[config.mk]
export PLATFORM = sky130hd
export DESIGN_NAME = mdio_link_poller
export DESIGN_NICKNAME = d
export VERILOG_FILES = /design/src/rtl/mlp_pkg.sv /design/src/rtl/mlp_scan_fsm.sv /design/src/rtl/mlp_status_vec.sv /design/src/rtl/mlp_link_monitor.sv /design/src/rtl/mdio_link_poller.sv
export SDC_FILE = /design/constraint.sdc
export NUM_CORES = 1
export LEC_CHECK = 0
export BUFFER_PORTS_ARGS = -buffer_cell sky130_fd_sc_hd__buf_2
export CAP_MARGIN = 20
export CORE_MARGIN = 2
export CORE_UTILIZATION = 56
export DETAILED_ROUTE_END_ITERATION = 8
export PLACE_DENSITY_LB_ADDON = 0.12
export SYNTH_ARGS = -nofsm -noshare
export SYNTH_HDL_FRONTEND = slang
export SYNTH_SLANG_ARGS = --single-unit
[constraint.sdc]
create_clock -name clk_i -period 2.7 [get_ports clk_i]
set_clock_uncertainty 0.05 [all_clocks]
set_input_delay 0.675 -clock clk_i [delete_from_list [all_inputs] [get_ports clk_i]]
set_output_delay 0.675 -clock clk_i [all_outputs]
set_load 0.02 [all_outputs]
[src/rtl/mlp_pkg.sv]
package mlp_pkg;
  typedef enum logic [1:0] {SCAN_IDLE, SCAN_REQ, SCAN_WAIT} scan_state_e;

  localparam int REG_AW     = 3;
  localparam int REG_W      = 32;
  localparam int A_CTRL     = 0;
  localparam int A_ALIVE    = 1;
  localparam int A_LINK     = 2;
  localparam int A_RAW      = 3;
  localparam int A_MASKED   = 4;
  localparam int A_SEL0     = 5;
  localparam int SEL_SRC_B  = 6;
  localparam int SEL_IEN_B  = 7;
endpackage

[src/rtl/mlp_scan_fsm.sv]
module mlp_scan_fsm #(
  parameter int NUM_PHY  = 32,
  parameter int STAT_REG = 1,
  parameter int LINK_BIT = 2,
  parameter int DATA_W   = 16,
  localparam int AW      = $clog2(NUM_PHY)
) (
  input  logic              clk_i,
  input  logic              rst_ni,
  input  logic              enable_i,
  input  logic              user_pending_i,
  output logic              req_valid_o,
  input  logic              req_ready_i,
  output logic [AW-1:0]     req_phy_o,
  output logic [4:0]        req_reg_o,
  input  logic              resp_valid_i,
  input  logic              resp_ack_i,
  input  logic [DATA_W-1:0] resp_data_i,
  output logic              upd_valid_o,
  output logic [AW-1:0]     upd_phy_o,
  output logic              upd_ack_o,
  output logic              upd_link_o
);
  import mlp_pkg::*;

  scan_state_e   state_q;
  logic [AW-1:0] addr_q, addr_nxt;

  assign addr_nxt = (addr_q == AW'(NUM_PHY-1)) ? '0 : addr_q + 1'b1;

  always_ff @(posedge clk_i or negedge rst_ni) begin
    if (!rst_ni) begin
      state_q <= SCAN_IDLE;
      addr_q  <= '0;
    end else begin
      unique case (state_q)
        SCAN_IDLE: if (enable_i && !user_pending_i) state_q <= SCAN_REQ;
        SCAN_REQ:  if (req_ready_i) state_q <= SCAN_WAIT;
        SCAN_WAIT: if (resp_valid_i) begin
          state_q <= SCAN_IDLE;
          addr_q  <= addr_nxt;
        end
        default:   state_q <= SCAN_IDLE;
      endcase
    end
  end

  assign req_valid_o = (state_q == SCAN_REQ);
  assign req_phy_o   = addr_q;
  assign req_reg_o   = 5'(STAT_REG);
  assign upd_valid_o = (state_q == SCAN_WAIT) && resp_valid_i;
  assign upd_phy_o   = addr_q;
  assign upd_ack_o   = resp_ack_i;
  // unacknowledged read counts as link down
  assign upd_link_o  = resp_ack_i & resp_data_i[LINK_BIT];

  AST_START_NEEDS_EN: assert property (@(posedge clk_i) disable iff (!rst_ni)
    $rose(req_valid_o) |-> $past(enable_i));
  AST_START_NO_USER: assert property (@(posedge clk_i) disable iff (!rst_ni)
    $rose(req_valid_o) |-> !$past(user_pending_i));
  AST_REQ_HOLD: assert property (@(posedge clk_i) disable iff (!rst_ni)
    req_valid_o && !req_ready_i |=> req_valid_o && $stable(req_phy_o));
  AST_ADDR_STEP: assert property (@(posedge clk_i) disable iff (!rst_ni)
    upd_valid_o |=> req_phy_o == (($past(req_phy_o) == AW'(NUM_PHY-1)) ? '0
                                  : $past(req_phy_o) + 1'b1));
endmodule

[src/rtl/mlp_status_vec.sv]
module mlp_status_vec #(
  parameter int NUM_PHY = 32,
  localparam int AW     = $clog2(NUM_PHY)
) (
  input  logic               clk_i,
  input  logic               rst_ni,
  input  logic               upd_valid_i,
  input  logic [AW-1:0]      upd_phy_i,
  input  logic               upd_ack_i,
  input  logic               upd_link_i,
  input  logic               user_done_i,
  input  logic [AW-1:0]      user_phy_i,
  input  logic               user_ack_i,
  input  logic               clr_we_i,
  input  logic [NUM_PHY-1:0] clr_mask_i,
  output logic [NUM_PHY-1:0] alive_o,
  output logic [NUM_PHY-1:0] link_o
);
  logic [NUM_PHY-1:0] alive_q, alive_d, link_q, link_d;

  always_comb begin
    alive_d = alive_q;
    link_d  = link_q;
    if (clr_we_i) alive_d = alive_d & ~clr_mask_i;
    if (upd_valid_i) begin
      alive_d[upd_phy_i] = upd_ack_i;
      link_d[upd_phy_i]  = upd_link_i;
    end
    if (user_done_i) alive_d[user_phy_i] = user_ack_i;
  end

  always_ff @(posedge clk_i or negedge rst_ni) begin
    if (!rst_ni) begin
      alive_q <= '0;
      link_q  <= '0;
    end else begin
      alive_q <= alive_d;
      link_q  <= link_d;
    end
  end

  assign alive_o = alive_q;
  assign link_o  = link_q;

  AST_ALIVE_FOLLOWS_ACK: assert property (@(posedge clk_i) disable iff (!rst_ni)
    upd_valid_i && !clr_we_i && !(user_done_i && user_phy_i == upd_phy_i)
    |=> alive_o[$past(upd_phy_i)] == $past(upd_ack_i));
  AST_LINK_NEEDS_ACK: assert property (@(posedge clk_i) disable iff (!rst_ni)
    upd_valid_i && !upd_ack_i |=> !link_o[$past(upd_phy_i)]);
  AST_USER_ALIVE: assert property (@(posedge clk_i) disable iff (!rst_ni)
    user_done_i && !clr_we_i |=> alive_o[$past(user_phy_i)] == $past(user_ack_i));
  AST_ALIVE_W1C: assert property (@(posedge clk_i) disable iff (!rst_ni)
    clr_we_i && !upd_valid_i && !user_done_i |=> (alive_o & $past(clr_mask_i)) == '0);
endmodule

[src/rtl/mlp_link_monitor.sv]
module mlp_link_monitor #(
  parameter int NUM_PHY = 32,
  parameter int NUM_MON = 2,
  localparam int AW     = $clog2(NUM_PHY)
) (
  input  logic                       clk_i,
  input  logic                       rst_ni,
  input  logic [NUM_PHY-1:0]         link_vec_i,
  input  logic [NUM_MON-1:0]         ext_link_i,
  input  logic [NUM_MON-1:0][AW-1:0] sel_phy_i,
  input  logic [NUM_MON-1:0]         sel_src_i,
  input  logic [NUM_MON-1:0]         int_en_i,
  input  logic                       raw_clr_we_i,
  input  logic [NUM_MON-1:0]         raw_clr_mask_i,
  output logic [NUM_MON-1:0]         raw_o,
  output logic [NUM_MON-1:0]         masked_o,
  output logic                       irq_o
);
  logic [NUM_MON-1:0] seen_q, cur, raw_q;

  for (genvar k = 0; k < NUM_MON; k++) begin : g_mon
    assign cur[k] = sel_src_i[k] ? ext_link_i[k] : link_vec_i[sel_phy_i[k]];

    always_ff @(posedge clk_i or negedge rst_ni) begin
      if (!rst_ni) begin
        seen_q[k] <= 1'b0;
        raw_q[k]  <= 1'b0;
      end else begin
        seen_q[k] <= cur[k];
        // new event wins over a same-cycle clear
        raw_q[k]  <= (raw_q[k] & ~(raw_clr_we_i & raw_clr_mask_i[k])) | (cur[k] ^ seen_q[k]);
      end
    end

    AST_RAW_STICKY: assert property (@(posedge clk_i) disable iff (!rst_ni)
      raw_o[k] && !(raw_clr_we_i && raw_clr_mask_i[k]) |=> raw_o[k]);
  end

  assign raw_o    = raw_q;
  assign masked_o = raw_q & int_en_i;
  assign irq_o    = |masked_o;
endmodule

[src/rtl/mdio_link_poller.sv]
module mdio_link_poller #(
  parameter int NUM_PHY  = 32,
  parameter int NUM_MON  = 2,
  parameter int DATA_W   = 16,
  parameter int STAT_REG = 1,
  parameter int LINK_BIT = 2,
  localparam int AW      = $clog2(NUM_PHY)
) (
  input  logic               clk_i,
  input  logic               rst_ni,
  input  logic               reg_we_i,
  input  logic [2:0]         reg_addr_i,
  input  logic [31:0]        reg_wdata_i,
  output logic [31:0]        reg_rdata_o,
  output logic               req_valid_o,
  input  logic               req_ready_i,
  output logic [AW-1:0]      req_phy_o,
  output logic [4:0]         req_reg_o,
  input  logic               resp_valid_i,
  input  logic               resp_ack_i,
  input  logic [DATA_W-1:0]  resp_data_i,
  input  logic               user_pending_i,
  input  logic               user_done_i,
  input  logic [AW-1:0]      user_phy_i,
  input  logic               user_ack_i,
  input  logic [NUM_MON-1:0] ext_link_i,
  output logic               link_irq_o
);
  import mlp_pkg::*;

  logic                       en_q;
  logic [NUM_MON-1:0][AW-1:0] sel_phy_q;
  logic [NUM_MON-1:0]         sel_src_q, int_en_q;
  logic                       upd_valid, upd_ack, upd_link;
  logic [AW-1:0]              upd_phy;
  logic [NUM_PHY-1:0]         alive, link;
  logic [NUM_MON-1:0]         raw, masked;
  logic                       alive_clr, raw_clr;

  assign alive_clr = reg_we_i && reg_addr_i == REG_AW'(A_ALIVE);
  assign raw_clr   = reg_we_i && reg_addr_i == REG_AW'(A_RAW);

  always_ff @(posedge clk_i or negedge rst_ni) begin
    if (!rst_ni) begin
      en_q      <= 1'b0;
      sel_phy_q <= '0;
      sel_src_q <= '0;
      int_en_q  <= '0;
    end else if (reg_we_i) begin
      if (reg_addr_i == REG_AW'(A_CTRL)) en_q <= reg_wdata_i[0];
      for (int k = 0; k < NUM_MON; k++) begin
        if (reg_addr_i == REG_AW'(A_SEL0 + k)) begin
          sel_phy_q[k] <= reg_wdata_i[AW-1:0];
          sel_src_q[k] <= reg_wdata_i[SEL_SRC_B];
          int_en_q[k]  <= reg_wdata_i[SEL_IEN_B];
        end
      end
    end
  end

  always_comb begin
    reg_rdata_o = '0;
    unique case (reg_addr_i)
      REG_AW'(A_CTRL):   reg_rdata_o = REG_W'(en_q);
      REG_AW'(A_ALIVE):  reg_rdata_o = REG_W'(alive);
      REG_AW'(A_LINK):   reg_rdata_o = REG_W'(link);
      REG_AW'(A_RAW):    reg_rdata_o = REG_W'(raw);
      REG_AW'(A_MASKED): reg_rdata_o = REG_W'(masked);
      default: ;
    endcase
    for (int k = 0; k < NUM_MON; k++) begin
      if (reg_addr_i == REG_AW'(A_SEL0 + k)) begin
        reg_rdata_o[AW-1:0]      = sel_phy_q[k];
        reg_rdata_o[SEL_SRC_B]   = sel_src_q[k];
        reg_rdata_o[SEL_IEN_B]   = int_en_q[k];
      end
    end
  end

  mlp_scan_fsm #(
    .NUM_PHY(NUM_PHY), .STAT_REG(STAT_REG), .LINK_BIT(LINK_BIT), .DATA_W(DATA_W)
  ) u_scan (
    .clk_i, .rst_ni,
    .enable_i      (en_q),
    .user_pending_i,
    .req_valid_o, .req_ready_i, .req_phy_o, .req_reg_o,
    .resp_valid_i, .resp_ack_i, .resp_data_i,
    .upd_valid_o   (upd_valid),
    .upd_phy_o     (upd_phy),
    .upd_ack_o     (upd_ack),
    .upd_link_o    (upd_link)
  );

  mlp_status_vec #(.NUM_PHY(NUM_PHY)) u_vec (
    .clk_i, .rst_ni,
    .upd_valid_i (upd_valid),
    .upd_phy_i   (upd_phy),
    .upd_ack_i   (upd_ack),
    .upd_link_i  (upd_link),
    .user_done_i, .user_phy_i, .user_ack_i,
    .clr_we_i    (alive_clr),
    .clr_mask_i  (reg_wdata_i[NUM_PHY-1:0]),
    .alive_o     (alive),
    .link_o      (link)
  );

  mlp_link_monitor #(.NUM_PHY(NUM_PHY), .NUM_MON(NUM_MON)) u_mon (
    .clk_i, .rst_ni,
    .link_vec_i     (link),
    .ext_link_i,
    .sel_phy_i      (sel_phy_q),
    .sel_src_i      (sel_src_q),
    .int_en_i       (int_en_q),
    .raw_clr_we_i   (raw_clr),
    .raw_clr_mask_i (reg_wdata_i[NUM_MON-1:0]),
    .raw_o          (raw),
    .masked_o       (masked),
    .irq_o          (link_irq_o)
  );
endmodule

### Word-level counts from Yosys, hierarchy flattened

Index checks and enable logic that the tools add are counted.

* register bits after elaboration: 90
* bits of input ports: 67
* output and inout port bits: 44
* logic and storage cells: 89

* add/sub/neg operators: 1
* order comparisons: 6
* equality and inequality tests: 12
* mux-type cells: 26
* bitwise gates (word level): 14
* reductions and logical operators: 15

Operator list (count)
* 32-bit one-hot mux with 5 select lines: 1
* 32-bit bitwise mux: 3
* 32-bit 2-to-1 mux: 3
* 32-bit bitwise AND: 1
* 32-bit inverter: 1
* 5-bit by 6-bit < comparator with 1-bit output (second input constant): 4
* 5-bit 2-to-1 mux: 3
* 1-bit binary-select mux with 5-bit select: 2
* 1-bit demux with 5-bit select: 2
* 5-bit by 1-bit >= comparator with 1-bit output (second input constant): 2
* 2-bit 2-to-1 mux: 5
* 3-bit equality test (second input constant): 3
* 2-bit AND reduction: 4
* 3-bit by 2-bit equality test with 1-bit output (second input constant): 2
* 1-bit logical AND: 6
* 1-bit 2-to-1 mux: 6
* 2-bit one-hot mux with 3 select lines: 1
* 5-bit by 1-bit adder with 5-bit output (second input constant): 1
* 1-bit bitwise AND: 5
* 5-bit equality test (second input constant): 1
* 2-bit by 1-bit != test with 1-bit output (second input constant): 2
* 3-bit by 1-bit equality test with 1-bit output (second input constant): 1
* 3-bit zero test: 1
* 3-bit AND reduction: 1
* other kinds (10): 13

### Logic depth before layout (Yosys ltp)

* depth in word-level cells: 8
* gate-level depth with buffers: 9
* gate-level depth less buffers: 7

### By module

A second synthesis with hierarchy kept.

* cell total of the unflattened synthesis: 638
* area, all modules: 6174.7 um2

By module, submodules not included
* mlp_status_vec: instances 1, cells an instance 373, area an instance 3587.2 um2, sequential area each 1601.5 um2
* mdio_link_poller: instances 1, cells an instance 104, area an instance 1238.7 um2, sequential area each 375.4 um2
* mlp_link_monitor: instances 1, cells an instance 115, area an instance 893.4 um2, sequential area each 100.1 um2
* mlp_scan_fsm: instances 1, cells an instance 46, area an instance 455.4 um2, sequential area each 175.2 um2

### Least setup slack after synthesis

OpenSTA, ideal clock, no wires.

* kind: input-to-output
* start point: in reg_addr_i[1]
* end point: out reg_rdata_o[10]
* data arrival time: 1.816 ns
* required time: 1.975 ns
* setup slack: 0.159 ns
* stages on the path: 7
* buffers on the path: 4
* cells stage by stage: buf_2 nor2b_1 buf_2 nor2b_1 buf_2 buf_2 a22o_1

* cells in the longest elaborated chain, start to end: 2
* elaborated cells between the ends (all ways): 6
* those cells by class: 4 x eq/ne; 1 x mux; 1 x reduce/logical

Ends and longest elaborated chain
* from (decl): RTL line mdio_link_poller.sv:12 `input logic [2:0] reg_addr_i,`
* 3-bit equality test (tied with other cells): RTL line mdio_link_poller.sv:63 `unique case (reg_addr_i)`
* 32-bit one-hot mux with 5 select lines (*): RTL line mdio_link_poller.sv:63
* to (decl): RTL line mdio_link_poller.sv:14 `output logic [31:0] reg_rdata_o,`

Mark *: on every way between the ends. The rest lies on a longest branch, timed or not.

### Final worst setup path

* start point: in reg_addr_i[1]
* end point: out reg_rdata_o[1]

* cells in the longest elaborated chain, start to end: 4
* elaborated cells between the ends (all ways): 10
* those cells by class: 6 x eq/ne; 3 x mux; 1 x reduce/logical

Ends and longest elaborated chain
* 3-bit equality test (tied with other cells): RTL line mdio_link_poller.sv:63
* 32-bit one-hot mux with 5 select lines: RTL line mdio_link_poller.sv:63
* 5-bit 2-to-1 mux: RTL line mdio_link_poller.sv:72 `if (reg_addr_i == REG_AW'(A_SEL0 + k)) begin`
* 5-bit 2-to-1 mux (*): RTL line mdio_link_poller.sv:72

Marked as above.

==> results.json <==
{
  "status": "completed",
  "synthToLayoutAreaGrowth_pct": 13.0,
  "cts_tree": "built",
  "wl_um": 17100,
  "setup_tns_ns": 0,
  "arrival_ns": 1.83,
  "cts_buffers": 9,
  "yosysWarnings": 0,
  "grt_overflow_total": 0,
  "synth_area_um2": 5820,
  "fmax_ghz": 0.391,
  "stdcell_area_um2": 6580,
  "insertion_delay_ns": 0.37,
  "synthCells": 636,
  "grt_start_max_net_pins": 48,
  "leakage_nw": 3.02,
  "post-synth-top-area-fraction": 0.387,
  "routed_via_density": 6.23,
  "finalHoldViolations": 0,
  "cts_resized": 0,
  "io-pin-count": 111,
  "die_h_um": 106,
  "ys_top_cells_by_count": "nand2_1, dfrtp_1, nor2_1, nand3_1, mux2_2",
  "placed_area_um2": 6390,
  "dieArea_um2": 11200,
  "n_antenna_cell": 0,
  "register_area_um2": 2250,
  "dr.pass1.iters": 6,
  "drv_cap": 0,
  "grt_use_total": 0.309,
  "rows": 37,
  "nets": 783,
  "cp.required_ns": 1.98,
  "drv_slew": 0,
  "final_util": 0.643,
  "clkTransAtPathRegs_ns": 0.09,
  "seq_area_frac_synth": 0.387,
  "async_flop_share": 1.00,
  "yosys.area.top_type": "dfrtp_1",
  "min_period_ns": 2.56,
  "htree_levels": 3,
  "ys_ff_latch": 90,
  "vias": 5308,
  "multi_input_comb_area_um2": 3270,
  "clockRootBuffer": "clkbuf_8",
  "yosys-top-cells-area": "dfrtp_1, mux2_2, mux2i_1",
  "first_global_vias": 5077,
  "synth_most_common_cell": "nand2_1",
  "postCtsSetupBuffers": 0,
  "startpoint_type": "primary input",
  "fp.dieW_um": 106,
  "coreArea_um2": 10200,
  "synth-edff-count": 0,
  "place_congestion": 0.927,
  "fill_cells": 869,
  "hold_path_class": "in -> async",
  "drc": 0,
  "numClockSinks": 90,
  "vdd_ir_drop_max_v": 0.000498,
  "cp_max_fo": 14,
  "synthFlopType": "dfrtp_1",
  "crit_type": "in -> out",
  "rsz0062_at_grt": "no",
  "p_per_area_nw_per_um2": 660,
  "drive_gt1_frac": 0.263,
  "maxSlewHeadroom": 0.557,
  "power_mw": 4.34,
  "worst_pin_slew_ns": 0.662,
  "grt_pass1_wl_um": 26900,
  "period_share": 0.948,
  "start_util": 0.569,
  "ant_nets": 0,
  "port_buffers": 90,
  "antenna_found_initial": 0,
  "fin_hold_ws_ns": 0.263,
  "drt_iter0_drc": 375,
  "dp_hpwl_um": 12300,
  "clockBufferDepth": 2,
  "ys_types": 52,
  "syn_avg_cell_area_um2": 9.15,
  "crit_path_end_kind": "primary output",
  "hold_buffers": 0,
  "wl_per_cell_um": 20.0,
  "setup_viol": 0
}
-- worst paths after layout --
kind / start / endpoint / slack (ns) / depth (start not counted)
min: rst_ni / u_vec.link_o[29] / 0.26 / 1
max in group asynchronous: rst_ni / u_vec.link_o[3] / 1.69 / 2
min in group clk_i: resp_valid_i / u_scan.state_q[1] / 0.46 / 2
min reg2reg: u_scan.state_q[1] / u_scan.state_q[0] / 0.47 / 1
max: reg_addr_i[1] / reg_rdata_o[1] / 0.14 / 6
max reg2reg: sel_phy_q[0] / u_mon.raw_o[0] / 0.57 / 6
-- flip-flops by register name (all words and copies together), names as in the netlist, 5 cells and up --
| signal | count |
|---|---|
| u_vec.alive_o | 32 |
| u_scan.req_phy_o | 5 |
| sel_phy_q | 10 |
| u_vec.link_o | 32 |
-- per-layer routing --
layer / GRT usage / wire (um)
met1: 0.439 / 7400
met4: 0.116 / 421
met3: 0.0399 / 1370
met5: 0 / 0
met2: 0.488 / 7870
-- cell usage in the layout (no fill, tap or decap), drive strengths merged, types with 9 or more instances in the layout --
cell type	instances
a211oi	9
a21oi	16
a22o	29
a31oi	27
buf	110
clkbuf	11
dfrtp	90
inv	11
mux2	49
mux2i	38
nand2	93
nand3	50
nand3b	13
nor2	61
nor2b	10
o21ai	11
-- power breakdown --
group / internal, mW / total (mW) / switching (mW)
combinational: 0.627 / 1.41 / 0.785
clock: 0.426 / 0.918 / 0.493
sequential: 1.64 / 2.01 / 0.371
-- area by class of cell --
class                           count  area share
Multi-Input combinational cell    489       0.497
Tap cell                          136      0.0259
Timing Repair Buffer              110       0.100
Clock buffer                       11      0.0200
Clock inverter                      5     0.00837
Inverter                           11     0.00627
Sequential cell                    90       0.342
-- per-stage QoR --
stage / setup slack (ns) / cells
2_1_floorplan: 0.159 / 639
3_3_place_gp: 0.154 / 835
3_5_place_dp: 0.148 / 836
4_1_cts: 0.143 / 852
5_1_grt: 0.0599 / 852
6_report: 0.140 / 852
-- kinds of logic (layout without fill, tap and decap cells) --
kind of cell / after synthesis / count (layout) / share of synthesized area
compound gates: 128 / 128 / 0.164
fa+ha+maj: 5 / 5 / 0.0107
buf+inv: 60 / 137 / 0.0537
flops: 90 / 90 / 0.387
mux: 87 / 87 / 0.160
other cells: 2 / 5 / 0.00129
simple gates: 264 / 264 / 0.223
-- worst max-delay path: stages --
cell     delay [ns]
buf_2          0.13
nor2b_1        0.14
buf_4          0.18
a22o_1         0.24
a221o_1        0.31
buf_2          0.16
No activity file was read; power rests on OpenSTA's default activity.
